<file path="src/rtl/xsel_pkg.sv">
package xsel_pkg;

    typedef enum logic [1:0] {
        ACC_NONE = 2'd0,
        ACC_SEL  = 2'd1,
        ACC_LOCK = 2'd2
    } acc_kind_e;

endpackage

</file>
<file path="src/rtl/xsel_decode.sv">
module xsel_decode
    import xsel_pkg::*;
#(
    parameter int ADDR_W      = 5,
    parameter int N_CH        = 16,
    parameter int LOCK_OFFSET = 30,
    localparam int IDX_W      = $clog2(N_CH)
) (
    input  logic [ADDR_W-1:0] addr,
    output acc_kind_e         kind,
    output logic [IDX_W-1:0]  idx
);

    always_comb begin
        idx  = addr[IDX_W-1:0];
        kind = ACC_NONE;
        if (addr < ADDR_W'(N_CH)) begin
            kind = ACC_SEL;
        end else if (addr == ADDR_W'(LOCK_OFFSET)) begin
            kind = ACC_LOCK;
        end
    end

endmodule

</file>
<file path="src/rtl/xsel_regfile.sv">
module xsel_regfile
    import xsel_pkg::*;
#(
    parameter int N_CH   = 16,
    parameter int SEL_W  = 16,
    parameter int DATA_W = 32,
    localparam int IDX_W = $clog2(N_CH)
) (
    input  logic                       clk,
    input  logic                       rst_n,
    input  acc_kind_e                  kind,
    input  logic [IDX_W-1:0]           idx,
    input  logic                       wr_en,
    input  logic                       prot_en,
    input  logic [DATA_W-1:0]          wdata,
    output logic [DATA_W-1:0]          rdata,
    output logic [N_CH-1:0][SEL_W-1:0] sel_q,
    output logic [N_CH-1:0]            lock_q
);

    logic             wr_ok;
    logic [N_CH-1:0]  ch_we;
    logic             lock_we;
    logic             unused_wdata_hi;

    assign wr_ok           = wr_en && prot_en;
    assign lock_we         = wr_ok && (kind == ACC_LOCK);
    assign unused_wdata_hi = ^wdata[DATA_W-1:SEL_W];

    for (genvar c = 0; c < N_CH; c++) begin : g_we
        assign ch_we[c] = wr_ok && (kind == ACC_SEL) &&
                          (idx == IDX_W'(c)) && !lock_q[c];

        // a locked channel keeps its select value
        assert_locked_hold_R6: assert property (@(posedge clk) disable iff (!rst_n)
            lock_q[c] |=> $stable(sel_q[c]));
    end

    always_ff @(posedge clk or negedge rst_n) begin
        if (!rst_n) begin
            sel_q <= '0;
        end else begin
            for (int c = 0; c < N_CH; c++) begin
                if (ch_we[c]) begin
                    sel_q[c] <= wdata[SEL_W-1:0];
                end
            end
        end
    end

    always_ff @(posedge clk or negedge rst_n) begin
        if (!rst_n) begin
            lock_q <= '0;
        end else if (lock_we) begin
            lock_q <= lock_q | wdata[N_CH-1:0];
        end
    end

    always_comb begin
        rdata = '0;
        unique case (kind)
            ACC_SEL:  rdata[SEL_W-1:0] = sel_q[idx];
            ACC_LOCK: rdata[N_CH-1:0]  = lock_q;
            ACC_NONE: rdata = '0;
            default:  rdata = '0;
        endcase
    end

    // lock bits never fall once set
    assert_lock_sticky_R5: assert property (@(posedge clk) disable iff (!rst_n)
        ((lock_q & $past(lock_q)) == $past(lock_q)));

    // protection off freezes the whole bank
    assert_noprot_hold_R7: assert property (@(posedge clk) disable iff (!rst_n)
        !prot_en |=> ($stable(sel_q) && $stable(lock_q)));

    // unmapped writes touch nothing
    assert_unmapped_hold_R8: assert property (@(posedge clk) disable iff (!rst_n)
        (wr_en && (kind == ACC_NONE)) |=> ($stable(sel_q) && $stable(lock_q)));

endmodule

</file>
<file path="src/rtl/xsel_mux.sv">
module xsel_mux #(
    parameter int N_INPUTS = 32,
    parameter int SEL_W    = 16,
    localparam int IN_IDX_W = (N_INPUTS > 1) ? $clog2(N_INPUTS) : 1
) (
    input  logic [N_INPUTS-1:0] in_vec,
    input  logic [SEL_W-1:0]    sel,
    output logic                y
);

    logic in_range;

    assign in_range = (sel < SEL_W'(N_INPUTS));

    always_comb begin
        y = 1'b0;
        if (in_range) begin
            y = in_vec[sel[IN_IDX_W-1:0]];
        end
    end

endmodule

</file>
<file path="src/rtl/xsel_bank.sv">
module xsel_bank
    import xsel_pkg::*;
#(
    parameter int N_INPUTS    = 32,
    parameter int N_CH        = 16,
    parameter int SEL_W       = 16,
    parameter int ADDR_W      = 5,
    parameter int DATA_W      = 32,
    parameter int LOCK_OFFSET = 30,
    localparam int IDX_W      = $clog2(N_CH)
) (
    input  logic              clk,
    input  logic              rst_n,
    input  logic [ADDR_W-1:0] addr,
    input  logic [DATA_W-1:0] wdata,
    input  logic              wr_en,
    input  logic              prot_en,
    output logic [DATA_W-1:0] rdata,
    input  logic [N_INPUTS-1:0] in_vec,
    output logic [N_CH-1:0]   ch_out
);

    acc_kind_e                  kind;
    logic [IDX_W-1:0]           idx;
    logic [N_CH-1:0][SEL_W-1:0] sel_q;
    logic [N_CH-1:0]            lock_q;

    xsel_decode #(
        .ADDR_W      (ADDR_W),
        .N_CH        (N_CH),
        .LOCK_OFFSET (LOCK_OFFSET)
    ) u_decode (
        .addr (addr),
        .kind (kind),
        .idx  (idx)
    );

    xsel_regfile #(
        .N_CH   (N_CH),
        .SEL_W  (SEL_W),
        .DATA_W (DATA_W)
    ) u_regfile (
        .clk     (clk),
        .rst_n   (rst_n),
        .kind    (kind),
        .idx     (idx),
        .wr_en   (wr_en),
        .prot_en (prot_en),
        .wdata   (wdata),
        .rdata   (rdata),
        .sel_q   (sel_q),
        .lock_q  (lock_q)
    );

    for (genvar c = 0; c < N_CH; c++) begin : g_ch
        xsel_mux #(
            .N_INPUTS (N_INPUTS),
            .SEL_W    (SEL_W)
        ) u_mux (
            .in_vec (in_vec),
            .sel    (sel_q[c]),
            .y      (ch_out[c])
        );

        // out-of-range select parks the channel low
        assert_range_zero_R4: assert property (@(posedge clk) disable iff (!rst_n)
            (sel_q[c] >= SEL_W'(N_INPUTS)) |-> !ch_out[c]);
    end

endmodule

</file>
<file path="config.mk">
export PLATFORM = sky130hd
export DESIGN_NAME = xsel_bank
export DESIGN_NICKNAME = d
export VERILOG_FILES = /design/src/rtl/xsel_pkg.sv /design/src/rtl/xsel_decode.sv /design/src/rtl/xsel_regfile.sv /design/src/rtl/xsel_mux.sv /design/src/rtl/xsel_bank.sv
export SDC_FILE = /design/constraint.sdc
export NUM_CORES = 1
export LEC_CHECK = 0
export BUFFER_PORTS_ARGS = -buffer_cell sky130_fd_sc_hd__buf_4
export CAP_MARGIN = 20
export CORE_ASPECT_RATIO = 1.1
export CORE_MARGIN = 2
export CORE_UTILIZATION = 40
export DETAILED_ROUTE_END_ITERATION = 10
export HOLD_SLACK_MARGIN = 0.02
export RECOVER_POWER = 25
export SLEW_MARGIN = 30
export SYNTH_ARGS = -nofsm -noshare
export SYNTH_HDL_FRONTEND = slang
export SYNTH_HIERARCHICAL = 1
export SYNTH_SLANG_ARGS = --single-unit
</file>
<file path="constraint.sdc">
create_clock -name clk -period 7.7 [get_ports clk]
set_input_delay 2.31 -clock clk [delete_from_list [all_inputs] [get_ports clk]]
set_output_delay 2.31 -clock clk [all_outputs]
set_load 0.02 [all_outputs]
</file>
Word-level counts from Yosys, hierarchy flattened --
Index checks and enable logic that the tools add are counted.
Storage, ports and cells: register bits after elaboration 272, input port bits 73, output and inout port bits 48
Cells by class: $lt $le $gt $ge 34, eq/ne operators 18, multiplexer cells 53, bitwise logic cells 1, reduce and logical (&&, ||, !) cells 52
Operators with widths (count):
- 16-bit by 6-bit < comparator with 1-bit output (second input constant) | 16
- 5-bit by 6-bit < comparator with 1-bit output (second input constant) | 16
- 1-bit binary-select mux with 5-bit select | 16
- 16-bit binary-select mux with 4-bit select | 1
- 1-bit logical AND | 35
- 4-bit == test (second input constant) | 8
- 1-bit two-way mux | 32
- 16-bit one-hot mux with 2 select lines | 1
- 4-bit by 3-bit == test with 1-bit output (second input constant) | 4
- 1-bit logical NOT | 16
- 16-bit two-way mux | 1
- 16-bit OR | 1
- 4-bit by 2-bit == test with 1-bit output (second input constant) | 2
- 5-bit == test (second input constant) | 1
- 4-bit by 5-bit < comparator with 1-bit output (second input constant) | 1
- 5-bit < comparator (second input constant) | 1
- 4-bit by 1-bit == test with 1-bit output (second input constant) | 1
- 4-bit logical NOT | 1
- 2-bit two-way mux | 2
- 2-bit by 1-bit == test with 1-bit output (second input constant) | 1
- 2-bit == test (second input constant) | 1

Longest topological paths before layout --
depth in word-level cells 7, depth in mapped cells 10

Modules after synthesis --
The synthesis kept the hierarchy.
Modules (own cells, without submodules):
- xsel_regfile | times used 1, cells an instance 948, area an instance 12675.9 um^2, sequential area each 6806.5 um^2
- xsel_mux | times used 16, cells an instance 31, area an instance 350.3 um^2, sequential area each 0.0 um^2
- xsel_decode | times used 1, cells an instance 7, area an instance 46.3 um^2, sequential area each 0.0 um^2

Worst setup path after synthesis --
No wires, ideal clock.
kind input port to output port, start in addr[0], end out rdata[10], arrival 3.931 ns, path slack 1.459 ns, stages on the path 7, path buffers 1, cells stage by stage nand4b_1 nor2_1 ha_1 nor3b_1 clkbuf_1 nand3_1 nand3_1
On the way: longest elaborated chain between the ends 5
Ends and longest elaborated chain:
- start: declaration | line xsel_bank.sv:14 | input logic [ADDR_W-1:0] addr,
- parallel branches: the longest is 2 deep, another holds 5-bit < comparator
- 2-bit two-way mux (*) | line xsel_decode.sv:17 | if (addr < ADDR_W'(N_CH)) begin
- via kind[1] | line xsel_bank.sv:23 | acc_kind_e kind;
- 2-bit == test or 2-bit by 1-bit == test with 1-bit output (tied branches) | line xsel_regfile.sv:61 | unique case (kind)
- 16-bit one-hot mux with 2 select lines (*) | line xsel_regfile.sv:61
- end: declaration | line xsel_bank.sv:18 | output logic [DATA_W-1:0] rdata,
Mark *: on every way through the listed nets, which the timed path passes. The select of a mux whose other input is x is not followed.

Final worst setup path --
start in addr[0], end out rdata[11]
The elaborated chain is that of the path after synthesis.

==> flow_summary.yaml <==
detailed_routing:
  ant_nets: 0
  wl_um: 55600
  drt_drc_violations_left: 0
  drt_first_pass_iters: 5
  via_per_inst: 6.37
  num_vias: 13200
  drtIter0Drc: 1177
  wl_per_cell_um: 26.9
logic_synthesis:
  synth_ff_type: "dfrtp_1"
  syn_area_um2: 18300
  yosys_warnings: 6
  ys_types: 39
  ys_seq_area_share_pct: 37.1
  synth_edf_count: 0
  async_reset_ff_share_pct: 100
  ys_ff_latch: 272
  syn_avg_cell_area_um2: 12.6
  syn_inst: 1451
timing:
  rsz0062_at_grt: "no"
  hold_viol: 0
  fin_crit_ns: 7.07
  fin_crit_sh_pct: 91.8
  setup_viol: 0
  tightest_slew_ns: 4.92
  clock_skew_ns: 0.00620
  slew_headroom_pct: -228
  fmax_mhz: 142
  final_max_slew_viol_count: 108
  finalSetupTns_ns: 0
  worst_hold_slack_ns: 0.473
status:
  status: "finished with violations"
  failed_checks: "capacitance limit, slew limit"
placement:
  numPlacedInstances: 2013
  io_buffer_count: 88
  dpl.hpwl_um: 36100
  gp_congestion: 0.892
floorplanning:
  die_w_um: 208
  die_area_um2: 47500
  coreArea_um2: 45500
  initial_core_util_pct: 40.3
  rows: 82
  die_h_um: 229
  pin_count: 121
worst_setup_path:
  cp_top_family: "simple AND/OR/NAND/NOR gates"
  critPathMaxFanout: 16
  crit_type: "primary input to primary output"
  cp_data_arrival_time_ns: 4.76
  path_cells: "buf_4, nand4b_1, nor2_1, ha_1, nand3b_1, a21oi_1, nand3_1, nand3_1, buf_4"
  startpoint_type: "primary input"
  slowest_delay_ns: 0.63
  crit_buf_inv: 2
  cpMaxStageDelayCell: "nand3b_1"
  crit_path_end_kind: "primary output"
  worstPathRequired_ns: 5.39
pwr:
  power_w: 0.00446
  ir_drop_mv: 0.168
  pwr-share-seq_pct: 42.6
  p_leak_nw: 8.81
  switchingPower_w: 0.00137
  pwr-share-clk_pct: 34.0
  p_int_w: 0.00309
  swShare_pct: 30.7
  cellPowerDensity_nw_per_um2: 222
  p_comb_share_pct: 23.5
cts:
  cts_sinks: 272
  cts_buffer_depth: 3
  cts_tree: "yes"
  clkTransAtPathRegs_ns: 0.06
  clk_latency_ns: 0.56
  cts-root-buf: "clkbuf_16"
  cts_hold_buf: 0
  post_cts_buffers: 0
  cts_resized: 0
  cts_buffers: 29
  htreeDepth: 1
final_layout:
  drive_gt1_share_pct: 32.0
  syn2layout_area_growth_pct: 9.60
  stdcell_count: 2068
  final_core_util_pct: 44.2
  nets: 1533
  diodes: 0
  fillers: 4191
worst_hold_path:
  hold_class: "register to register"
grt:
  grt_use_total_pct: 23.0
  grt_pass1_vias: 13000
  grt_max_degree: 133
  antenna_found_initial: 0
  grt_overflow: 0
  grt_pass1_wl_um: 83500
job:
  max_cap_violations: 1
==> final timing paths <==
check / start / endpoint / slack (ns) / cells past startpoint
min: u_regfile/lock_q[10] / u_regfile/lock_q[10] / 0.47 / 1
min in group asynchronous: rst_n / u_regfile/sel_q[104] / 3.55 / 1
min reg2reg: u_regfile/lock_q[10] / u_regfile/lock_q[10] / 0.47 / 1
max in group asynchronous: rst_n / u_regfile/sel_q[87] / 1.31 / 2
max: addr[0] / rdata[11] / 0.63 / 9
max reg2reg: u_regfile/lock_q[3] / u_regfile/sel_q[58] / 5.77 / 2
==> metrics by stage <==
step,setup WS [ns],area (µm²)
global route,0.336,20100
CTS,0.698,20100
floorplan,1.46,18400
global placement,0.723,19000
detailed placement,0.711,19000
finish,0.634,20100
==> cells in the mapped netlist (2+ instances only) <==
master	number	share of area (%)
dfrtp_1	272	37
buf_1	4	0.082
a2111oi_2	16	1.3
or4_1	2	0.082
and3_1	2	0.068
buf_6	35	2.2
a2111oi_1	16	0.87
a21o_1	16	0.66
mux4_1	80	11
nor2b_1	35	1.2
mux2i_1	208	11
a21oi_1	16	0.44
ha_1	2	0.14
buf_4	23	0.94
mux4_2	16	2.0
nand3b_1	19	0.78
nor3_2	3	0.16
nand2b_1	2	0.068
nor2_1	18	0.37
inv_1	19	0.39
nand3_1	81	2.2
clkbuf_1	44	0.90
a311oi_1	16	0.76
buf_2	41	1.1
o21a_1	16	0.66
or3_1	6	0.20
nand2_1	49	1.0
a22oi_1	64	2.6
nor4_1	32	1.1
nor3_4	3	0.27
mux2_2	272	17
nor3_1	16	0.44
==> power groups by stage <==
stage          Clock [W]  Sequential [W]  Combinational [W]
2_1_floorplan          0         0.00176           0.000861
3_3_place_gp           0         0.00191            0.00101
3_5_place_dp           0         0.00192            0.00103
4_1_cts          0.00154         0.00189            0.00104
5_1_grt          0.00160         0.00193            0.00112
6_report         0.00151         0.00190            0.00105
==> layer usage <==
layer / vias up / track usage [%] / wire [µm]
li1: 5661 / - / -
met1: 6775 / 30.9 / 23700
met2: 584 / 37.3 / 25900
met3: 152 / 3.82 / 3820
met4: 0 / 8.61 / 2250
met5: - / 0 / 0
==> state kept, by name (all words and copies together) (netlist names) <==
signal,cells
u_regfile/sel_q,256
u_regfile/lock_q,16
==> layout by cell type, fill, tap and decap left out, drive strengths merged, types with 2 or more instances in the layout <==
master	Yosys	layout
nand3b	19	19
nor4	34	34
a2111oi	32	32
buf	103	105
nor2b	35	35
clkinv	0	8
ha	2	2
nand2b	2	2
a21oi	16	16
mux4	96	96
nand3	81	81
a311oi	16	16
or4	2	2
or3	6	6
bufinv	0	5
inv	19	19
a22oi	64	64
nor3	22	22
dfrtp	272	272
nor2	18	18
nand2	49	49
and3	2	2
a21o	16	16
o21a	16	16
clkbuf	44	41
mux2i	208	208
mux2	272	272
conb	1	16
==> area by class of cell <==
type	instances	area (µm²)	area share [%]
Clock buffer	39	833	4.15
Clock inverter	14	198	0.984
Inverter	19	71.3	0.355
Multi-Input combinational cell	1028	10600	52.7
Sequential cell	272	6810	33.9
Tap cell	588	736	3.66
Timing Repair Buffer	108	861	4.29
==> cell families (layout without fill, tap and decap cells) <==
logic type               count (synthesis)  after routing  synth area share [%]
flip-flops                             272            272                  37.1
buffers and inverters                  166            180                  5.58
adder cells (fa/ha/maj)                  2              2                 0.137
other                                    1             16                0.0205
multiplexers                           576            576                  41.5
AND/OR/NAND/NOR                        274            274                  8.29
AO/OA/AOI/OAI                          160            160                  7.32
==> worst register-to-register path, stage by stage, from the launching register on <==
cell and delay (ns):
dfrtp_1 0.42, or4_1 0.96, mux2_2 0.44
(Power assumes the default switching activity.)
